**config.mk**
```make
export PLATFORM = sky130hd
export DESIGN_NAME = msgq_mailbox
export DESIGN_NICKNAME = d
export VERILOG_FILES = /design/src/rtl/msgq_pkg.sv /design/src/rtl/msgq_fifo.sv /design/src/rtl/msgq_irq.sv /design/src/rtl/msgq_mailbox.sv
export SDC_FILE = /design/constraint.sdc
export NUM_CORES = 1
export LEC_CHECK = 0
export BUFFER_PORTS_ARGS = -buffer_cell sky130_fd_sc_hd__buf_2
export CELL_PAD_IN_SITES_DETAIL_PLACEMENT = 0
export CELL_PAD_IN_SITES_GLOBAL_PLACEMENT = 1
export CORE_ASPECT_RATIO = 1.1
export CORE_MARGIN = 8
export CORE_UTILIZATION = 40
export DETAILED_ROUTE_END_ITERATION = 8
export GPL_TIMING_DRIVEN = 0
export PLACE_DENSITY = 0.73
export SYNTH_ARGS = -nofsm -noshare
export SYNTH_HDL_FRONTEND = slang
export SYNTH_SLANG_ARGS = --single-unit
```
**constraint.sdc**
```tcl
create_clock -name clk -period 2.9 [get_ports clk]
set_clock_uncertainty 0.1 [all_clocks]
set_input_delay 0.435 -clock clk [delete_from_list [all_inputs] [get_ports clk]]
set_output_delay 0.435 -clock clk [all_outputs]
set_load 0.02 [all_outputs]
```
**src/rtl/msgq_pkg.sv**
```systemverilog
// Shared register indices and bit positions for the host mailbox channel.
// Assumes a 32-bit host register window.
package msgq_pkg;
    localparam int unsigned REG_W = 32;

    typedef enum logic [2:0] {
        SEL_DATA  = 3'd0,
        SEL_STAT  = 3'd1,
        SEL_CTRL  = 3'd2,
        SEL_MBOX  = 3'd3,
        SEL_WATCH = 3'd4
    } msgq_sel_e;

    localparam int unsigned ST_OUT_NE  = 16;
    localparam int unsigned ST_IN_NF   = 17;
    localparam int unsigned ST_OUT_NF  = 18;
    localparam int unsigned ST_IN_NE   = 19;
    localparam int unsigned ST_MB_INT  = 20;
    localparam int unsigned ST_IN_INT  = 21;
    localparam int unsigned ST_OUT_INT = 22;
    localparam int unsigned ST_WF_INT  = 23;

    localparam int unsigned CT_OUT_IEN = 16;
    localparam int unsigned CT_IN_IEN  = 17;
    localparam int unsigned CT_MB_IEN  = 20;
    localparam int unsigned CT_WF_IEN  = 23;
    localparam int unsigned CT_OUT_WEN = 24;
    localparam int unsigned CT_IN_WEN  = 25;

    localparam logic [REG_W-1:0] CTRL_MASK =
        (32'd1 << CT_OUT_IEN) | (32'd1 << CT_IN_IEN) | (32'd1 << CT_MB_IEN) |
        (32'd1 << CT_WF_IEN)  | (32'd1 << CT_OUT_WEN) | (32'd1 << CT_IN_WEN);

    localparam logic [REG_W-1:0] MBOX_CLR_KEY = 32'h0000_F0F0;
endpackage

```
**src/rtl/msgq_fifo.sv**
```systemverilog
// Small synchronous queue. A push into a full queue and a pop from an empty
// queue are dropped. The head is shown combinationally and reads zero when empty.
// Assumes push and pop are single-cycle strobes.
module msgq_fifo #(
    parameter int unsigned WIDTH = 32,
    parameter int unsigned DEPTH = 2
) (
    input  logic             clk,
    input  logic             rst_n,
    input  logic             push,
    input  logic [WIDTH-1:0] push_data,
    input  logic             pop,
    output logic [WIDTH-1:0] head,
    output logic             empty,
    output logic             full
);
    localparam int unsigned PTR_W = (DEPTH > 1) ? $clog2(DEPTH) : 1;
    localparam int unsigned CNT_W = $clog2(DEPTH + 1);
    localparam logic [PTR_W-1:0] LAST = PTR_W'(DEPTH - 1);

    logic [WIDTH-1:0] mem [DEPTH];
    logic [PTR_W-1:0] wr_ptr, rd_ptr;
    logic [CNT_W-1:0] count;
    logic push_ok, pop_ok;

    assign empty   = (count == '0);
    assign full    = (count == CNT_W'(DEPTH));
    assign push_ok = push && !full;
    assign pop_ok  = pop && !empty;
    assign head    = empty ? '0 : mem[rd_ptr];

    // Storage write for accepted pushes.
    always_ff @(posedge clk) begin
        if (push_ok) mem[wr_ptr] <= push_data;
    end

    // Pointer and occupancy update.
    always_ff @(posedge clk) begin
        if (!rst_n) begin
            wr_ptr <= '0;
            rd_ptr <= '0;
            count  <= '0;
        end else begin
            if (push_ok) wr_ptr <= (wr_ptr == LAST) ? '0 : wr_ptr + PTR_W'(1);
            if (pop_ok)  rd_ptr <= (rd_ptr == LAST) ? '0 : rd_ptr + PTR_W'(1);
            case ({push_ok, pop_ok})
                2'b10:   count <= count + CNT_W'(1);
                2'b01:   count <= count - CNT_W'(1);
                default: count <= count;
            endcase
        end
    end

    AST_LEVEL_BOUND: assert property (@(posedge clk) disable iff (!rst_n)
        count <= CNT_W'(DEPTH));
    AST_FULL_PUSH_DROP: assert property (@(posedge clk) disable iff (!rst_n)
        full && push && !pop |=> full && $stable(wr_ptr));
    AST_EMPTY_POP_DROP: assert property (@(posedge clk) disable iff (!rst_n)
        empty && pop && !push |=> empty && $stable(rd_ptr));
endmodule

```
**src/rtl/msgq_irq.sv**
```systemverilog
// Interrupt flag generation. Each flag is its enable ANDed with its store
// condition, and the interrupt line is the OR of all flags.
// Assumes the control word is already masked to defined bits.
module msgq_irq
    import msgq_pkg::*;
(
    input  logic [REG_W-1:0] ctrl,
    input  logic             out_ne,
    input  logic             in_empty,
    input  logic             mbox_nz,
    input  logic             watch_ne,
    output logic [3:0]       flags,
    output logic             irq
);
    // Flag order: mailbox, inbound, outbound, watch (status bits 20..23).
    always_comb begin
        flags[0] = ctrl[CT_MB_IEN]  && mbox_nz;
        flags[1] = ctrl[CT_IN_IEN]  && in_empty;
        flags[2] = ctrl[CT_OUT_IEN] && out_ne;
        flags[3] = ctrl[CT_WF_IEN]  && watch_ne;
        irq      = |flags;
    end
endmodule

```
**src/rtl/msgq_mailbox.sv**
```systemverilog
// Host mailbox message channel top. It provides the host register window,
// the inbound and outbound message queues, the watch queue, the mailbox word
// and the interrupts. Assumes host strobes last one cycle, and host_rdata is
// sampled in the strobe cycle (the pop takes effect at the following edge).
module msgq_mailbox
    import msgq_pkg::*;
#(
    parameter int unsigned MSG_DEPTH   = 2,
    parameter int unsigned WATCH_DEPTH = 2
) (
    input  logic        clk,
    input  logic        rst_n,
    input  logic [2:0]  host_sel,
    input  logic        host_wr_en,
    input  logic [31:0] host_wdata,
    input  logic        host_rd_en,
    output logic [31:0] host_rdata,
    input  logic        eng_pop,
    output logic [31:0] eng_pop_data,
    output logic        eng_in_avail,
    input  logic        eng_push,
    input  logic [31:0] eng_push_data,
    output logic        eng_out_space,
    input  logic        eng_watch_push,
    input  logic [30:0] eng_watch_data,
    input  logic [31:0] eng_mbox_set,
    output logic        irq
);
    localparam int unsigned WATCH_W = REG_W - 1;

    msgq_sel_e        sel;
    logic [REG_W-1:0] ctrl_q, mbox_q, status;
    logic             in_push, out_push, out_pop, watch_pop, mbox_clr;
    logic             in_empty, in_full, out_empty, out_full;
    logic             w_empty, w_full;
    logic [REG_W-1:0] out_head;
    logic [WATCH_W-1:0] w_head;
    logic [3:0]       flags;

    assign sel       = msgq_sel_e'(host_sel);
    assign in_push   = host_wr_en && (sel == SEL_DATA) && ctrl_q[CT_IN_WEN];
    assign out_push  = eng_push && ctrl_q[CT_OUT_WEN];
    assign out_pop   = host_rd_en && (sel == SEL_DATA);
    assign watch_pop = host_rd_en && (sel == SEL_WATCH);
    assign mbox_clr  = host_wr_en && (sel == SEL_MBOX) && (host_wdata == MBOX_CLR_KEY);

    // Control register: host writable, undefined bits held at zero.
    always_ff @(posedge clk) begin
        if (!rst_n) ctrl_q <= '0;
        else if (host_wr_en && (sel == SEL_CTRL)) ctrl_q <= host_wdata & CTRL_MASK;
    end

    // Mailbox word: engine sets bits, host key write clears.
    always_ff @(posedge clk) begin
        if (!rst_n) mbox_q <= '0;
        else        mbox_q <= (mbox_clr ? '0 : mbox_q) | eng_mbox_set;
    end

    msgq_fifo #(.WIDTH(REG_W), .DEPTH(MSG_DEPTH)) in_q_i (
        .clk(clk), .rst_n(rst_n),
        .push(in_push), .push_data(host_wdata),
        .pop(eng_pop), .head(eng_pop_data),
        .empty(in_empty), .full(in_full)
    );

    msgq_fifo #(.WIDTH(REG_W), .DEPTH(MSG_DEPTH)) out_q_i (
        .clk(clk), .rst_n(rst_n),
        .push(out_push), .push_data(eng_push_data),
        .pop(out_pop), .head(out_head),
        .empty(out_empty), .full(out_full)
    );

    msgq_fifo #(.WIDTH(WATCH_W), .DEPTH(WATCH_DEPTH)) watch_q_i (
        .clk(clk), .rst_n(rst_n),
        .push(eng_watch_push), .push_data(eng_watch_data),
        .pop(watch_pop), .head(w_head),
        .empty(w_empty), .full(w_full)
    );

    msgq_irq irq_i (
        .ctrl(ctrl_q), .out_ne(!out_empty), .in_empty(in_empty),
        .mbox_nz(mbox_q != '0), .watch_ne(!w_empty),
        .flags(flags), .irq(irq)
    );

    // Status word assembly.
    always_comb begin
        status                           = '0;
        status[ST_OUT_NE]                = !out_empty;
        status[ST_IN_NF]                 = !in_full;
        status[ST_OUT_NF]                = !out_full;
        status[ST_IN_NE]                 = !in_empty;
        status[ST_WF_INT:ST_MB_INT]      = flags;
    end

    // Host read multiplexer.
    always_comb begin
        case (sel)
            SEL_DATA:  host_rdata = out_head;
            SEL_STAT:  host_rdata = status;
            SEL_CTRL:  host_rdata = ctrl_q;
            SEL_MBOX:  host_rdata = mbox_q;
            SEL_WATCH: host_rdata = {!w_empty, w_head};
            default:   host_rdata = '0;
        endcase
    end

    assign eng_in_avail  = !in_empty;
    assign eng_out_space = !out_full;

    AST_IN_NF_AFTER_ONE: assert property (@(posedge clk) disable iff (!rst_n)
        in_empty && in_push && !eng_pop |=> !in_full && !in_empty);
    AST_IN_WEN_GATE: assert property (@(posedge clk) disable iff (!rst_n)
        in_empty && host_wr_en && (sel == SEL_DATA) && !ctrl_q[CT_IN_WEN]
        |=> in_empty);
    AST_MBOX_CLEAR: assert property (@(posedge clk) disable iff (!rst_n)
        mbox_clr && (eng_mbox_set == '0) |=> mbox_q == '0);
    AST_MBOX_STICKY: assert property (@(posedge clk) disable iff (!rst_n)
        !mbox_clr |=> (mbox_q & $past(mbox_q)) == $past(mbox_q));
    AST_OUT_IRQ_RISE: assert property (@(posedge clk) disable iff (!rst_n)
        ctrl_q[CT_OUT_IEN] && ctrl_q[CT_OUT_WEN] && out_empty && eng_push && !host_wr_en
        |=> irq);
endmodule

```
==> results.yml <==
clock_tree:
  h-tree-depth: 1
  clock_latency_ns: 0.51
  clock_path_buffers: 3
  cts_buffers: 25
  clk_pin_slew_worst_paths_ns: 0.06
  cts_sinks: 243
  cts.root.buffer_cell: "clkbuf_16"
  cts_tree: "done"
routing:
  routed_wl_mm: 27.0
  num_vias: 6691
  antenna_left: 0
  drtIter0Drc: 377
  vias_per_cell: 5.14
  drc: 0
  drtPass1Iterations: 5
  drt-wirelength-per-cell_um: 20.7
grt:
  grt_pass1_vias: 6809
  grt_pass1_wl_mm: 40.0
  antenna_found_initial: 13
  gr-total-overflow: 0
  grt_max_degree: 33
  grt_usage_pct: 17.7
layout:
  drive_gt1_share_pct: 28.8
  nFillCells: 2070
  regArea_um2: 6770
  utilization_pct: 52.5
  area_delta_synth_final_pct: 30.6
  stdcell_count: 1303
  final_nets: 1111
  multi_input_area_um2: 2780
flow_run:
  drv_cap: 0
critical_path:
  endpoint_kind: "output port"
  critPathKind: "reg2out"
  critPathLaunchType: "flop"
  critPathArrivalTime_ns: 2.23
  critPathMostFrequentCell: "buf_2"
  required_ns: 2.37
  path_cells: "or2_2 -> nand3_1 -> buf_2 -> a2bb2oi_1 -> o211ai_1 -> buf_2"
  worst-path-max-fanout: 10
  max_stage_delay_ns: 0.35
  slowest_stage: "dfxtp_1"
logic_synthesis:
  synthCells: 689
  synth_common_cells: "edfxtp_1 (190), mux2i_1 (104), nor2_1 (73)"
  synth.largest_area_cell: "edfxtp_1"
  synth.area.top_cells: "edfxtp_1 (59%), dfxtp_1 (11%), mux2i_1 (11%)"
  synth_area_um2: 9710
  synth_edf_count: 190
  yosysSeqAreaShare_pct: 69.7
  avgSynthCellArea_um2: 14.1
  synth_cell_types: 42
  synth-main-ff-cell: "edfxtp_1"
  yosysMostFrequentCell: "edfxtp_1"
  ys_seq_elements: 243
  synth_nets: 829
  yosysWarnings: 0
  yosysTopAreaCellShare_pct: 58.8
  synth-async-reset-ratio_pct: 0
timing:
  min_period_over_period_pct: 95.5
  final_hold_viol_count: 0
  setup_viol: 0
  worstMarginPinSlew_ns: 0.952
  timing.final.max_slew_violations: 0
  fin_crit_ns: 2.77
  max_freq_mhz: 361
  slew_headroom_pct: 36.4
  rsz0062_at_grt: "false"
placement:
  port_buffers: 202
  dp.cells: 1206
  gp_congestion: 0.825
  dpl.hpwl_mm: 19.5
floorplanning:
  design.core.area_um2: 24200
  rows: 60
  die_w_um: 165
  io_pins: 204
  initial_core_util_pct: 40.2
  die_h_um: 179
  dieArea_um2: 29500
power:
  power_density_nw_per_um2: 621
  p_leak_nw: 4.66
  p_total_mw: 7.88
  peakVddDrop_mv: 0.477
outcome:
  status: "finished clean"
min_path:
  min_path_type: "in2reg"
## cell type report
class,count,area share [%]
Antenna cell,4,0.0789
Buffer,38,1.58
Clock buffer,32,5.30
Clock inverter,13,1.71
Inverter,7,0.207
Multi-Input combinational cell,401,21.9
Sequential cell,243,53.3
Tap cell,310,3.06
Timing Repair Buffer,255,12.8
## final timing paths
kind                           start             endpoint  slack (ns)  cells after the start
hold reg to reg   watch_q_i.count[1]   watch_q_i.count[1]        0.41                      2
hold / removal     eng_watch_data[8]  watch_q_i.mem[0][8]        0.02                      1
setup / recovery  watch_q_i.count[0]       host_rdata[23]        0.13                      6
setup reg to reg     in_q_i.count[0]    in_q_i.mem[1][28]        0.68                      3
## registers in the layout, summed over array words and instances, names as in the netlist, named ones only
| name | count |
|---|---|
| in_q_i.rd_ptr | 1 |
| watch_q_i.mem | 62 |
| in_q_i.count | 2 |
| in_q_i.wr_ptr | 1 |
| out_q_i.rd_ptr | 1 |
| watch_q_i.wr_ptr | 1 |
| out_q_i.mem | 64 |
| watch_q_i.count | 2 |
| mbox_q | 32 |
| ctrl_q | 6 |
| watch_q_i.rd_ptr | 1 |
| out_q_i.wr_ptr | 1 |
| in_q_i.mem | 64 |
| out_q_i.count | 2 |
## layer usage
metal,track usage [%],part of all wire [%],vias to the layer above
li1,-,-,3195
met4,5.19,2.5,20
met1,22.1,41,3166
met3,5.58,9.2,59
met5,0,0.42,-
met2,28.7,47,251
## stage by stage
step | setup WS (ns) | TNS [ns] | hold WS (ns) | area (um2)
2_1_floorplan | 0.159 | 0 | 0.372 | 9710
3_3_place_gp | -0.919 | -121.72 | 0.394 | 11100
3_5_place_dp | 0.257 | 0 | 0.399 | 11300
4_1_cts | 0.0130 | 0 | 0.000436 | 12600
5_1_grt | 0.0100 | 0 | 0.000632 | 12700
6_report | 0.131 | 0 | 0.0187 | 12700
## repair_timing
| item | 4_1_cts | 5_1_grt |
|---|---|---|
| hold endpoints to repair | 91 | 4 |
| resized for setup | 9 | 4 |
| setup buffers | 0 | 0 |
| hold buffers | 46 | 2 |
| endpoints found under the setup margin | 28 | 11 |
## worst max-delay path: cells and delay by family, from the launching register on
| kind | cells | cell delay (ns) |
|---|---|---|
| flops | 1 | 0.35 |
| buf+inv | 2 | 0.51 |
| simple gates | 2 | 0.53 |
| compound gates | 2 | 0.33 |
## cell usage in the layout, fill, tap and decap left out, drive strengths merged, types with 2 or more instances in the layout
cell type	instances
a22oi	4
o21a	4
diode	4
and2	12
nor2b	9
clkbuf	56
nand3	4
a21boi	3
o221ai	25
o211ai	2
nor3	2
xnor2	8
a21oi	34
nor2	73
o21ai	43
buf	221
inv	7
edfxtp	190
nor4	12
dlygate4sd3	48
clkinv	6
nand2	25
o22a	3
or2	3
or3	4
ha	3
nand4	7
mux2i	104
bufinv	6
dfxtp	53
nand2b	4
mux2	2
## kinds of logic (layout without fill, tap and decap cells)
kind of cell | after synthesis | count (layout) | synth area share (%)
compound gates | 123 | 123 | 7.94
xor+xnor | 9 | 9 | 0.812
fa+ha+maj | 3 | 3 | 0.387
buf+inv | 45 | 345 | 2.16
flops | 243 | 243 | 69.7
mux | 106 | 106 | 11.0
other cells | 0 | 4 | 0
simple gates | 160 | 160 | 8.05
## report_power, final
part           leakage [nW]  internal [mW]  switching (mW)
clock network         0.434           2.16            1.29
registers              2.17           3.87          0.0538
logic                  2.06          0.227           0.276
total                  4.66           6.26            1.62
Power figures use the tool's default switching activity.
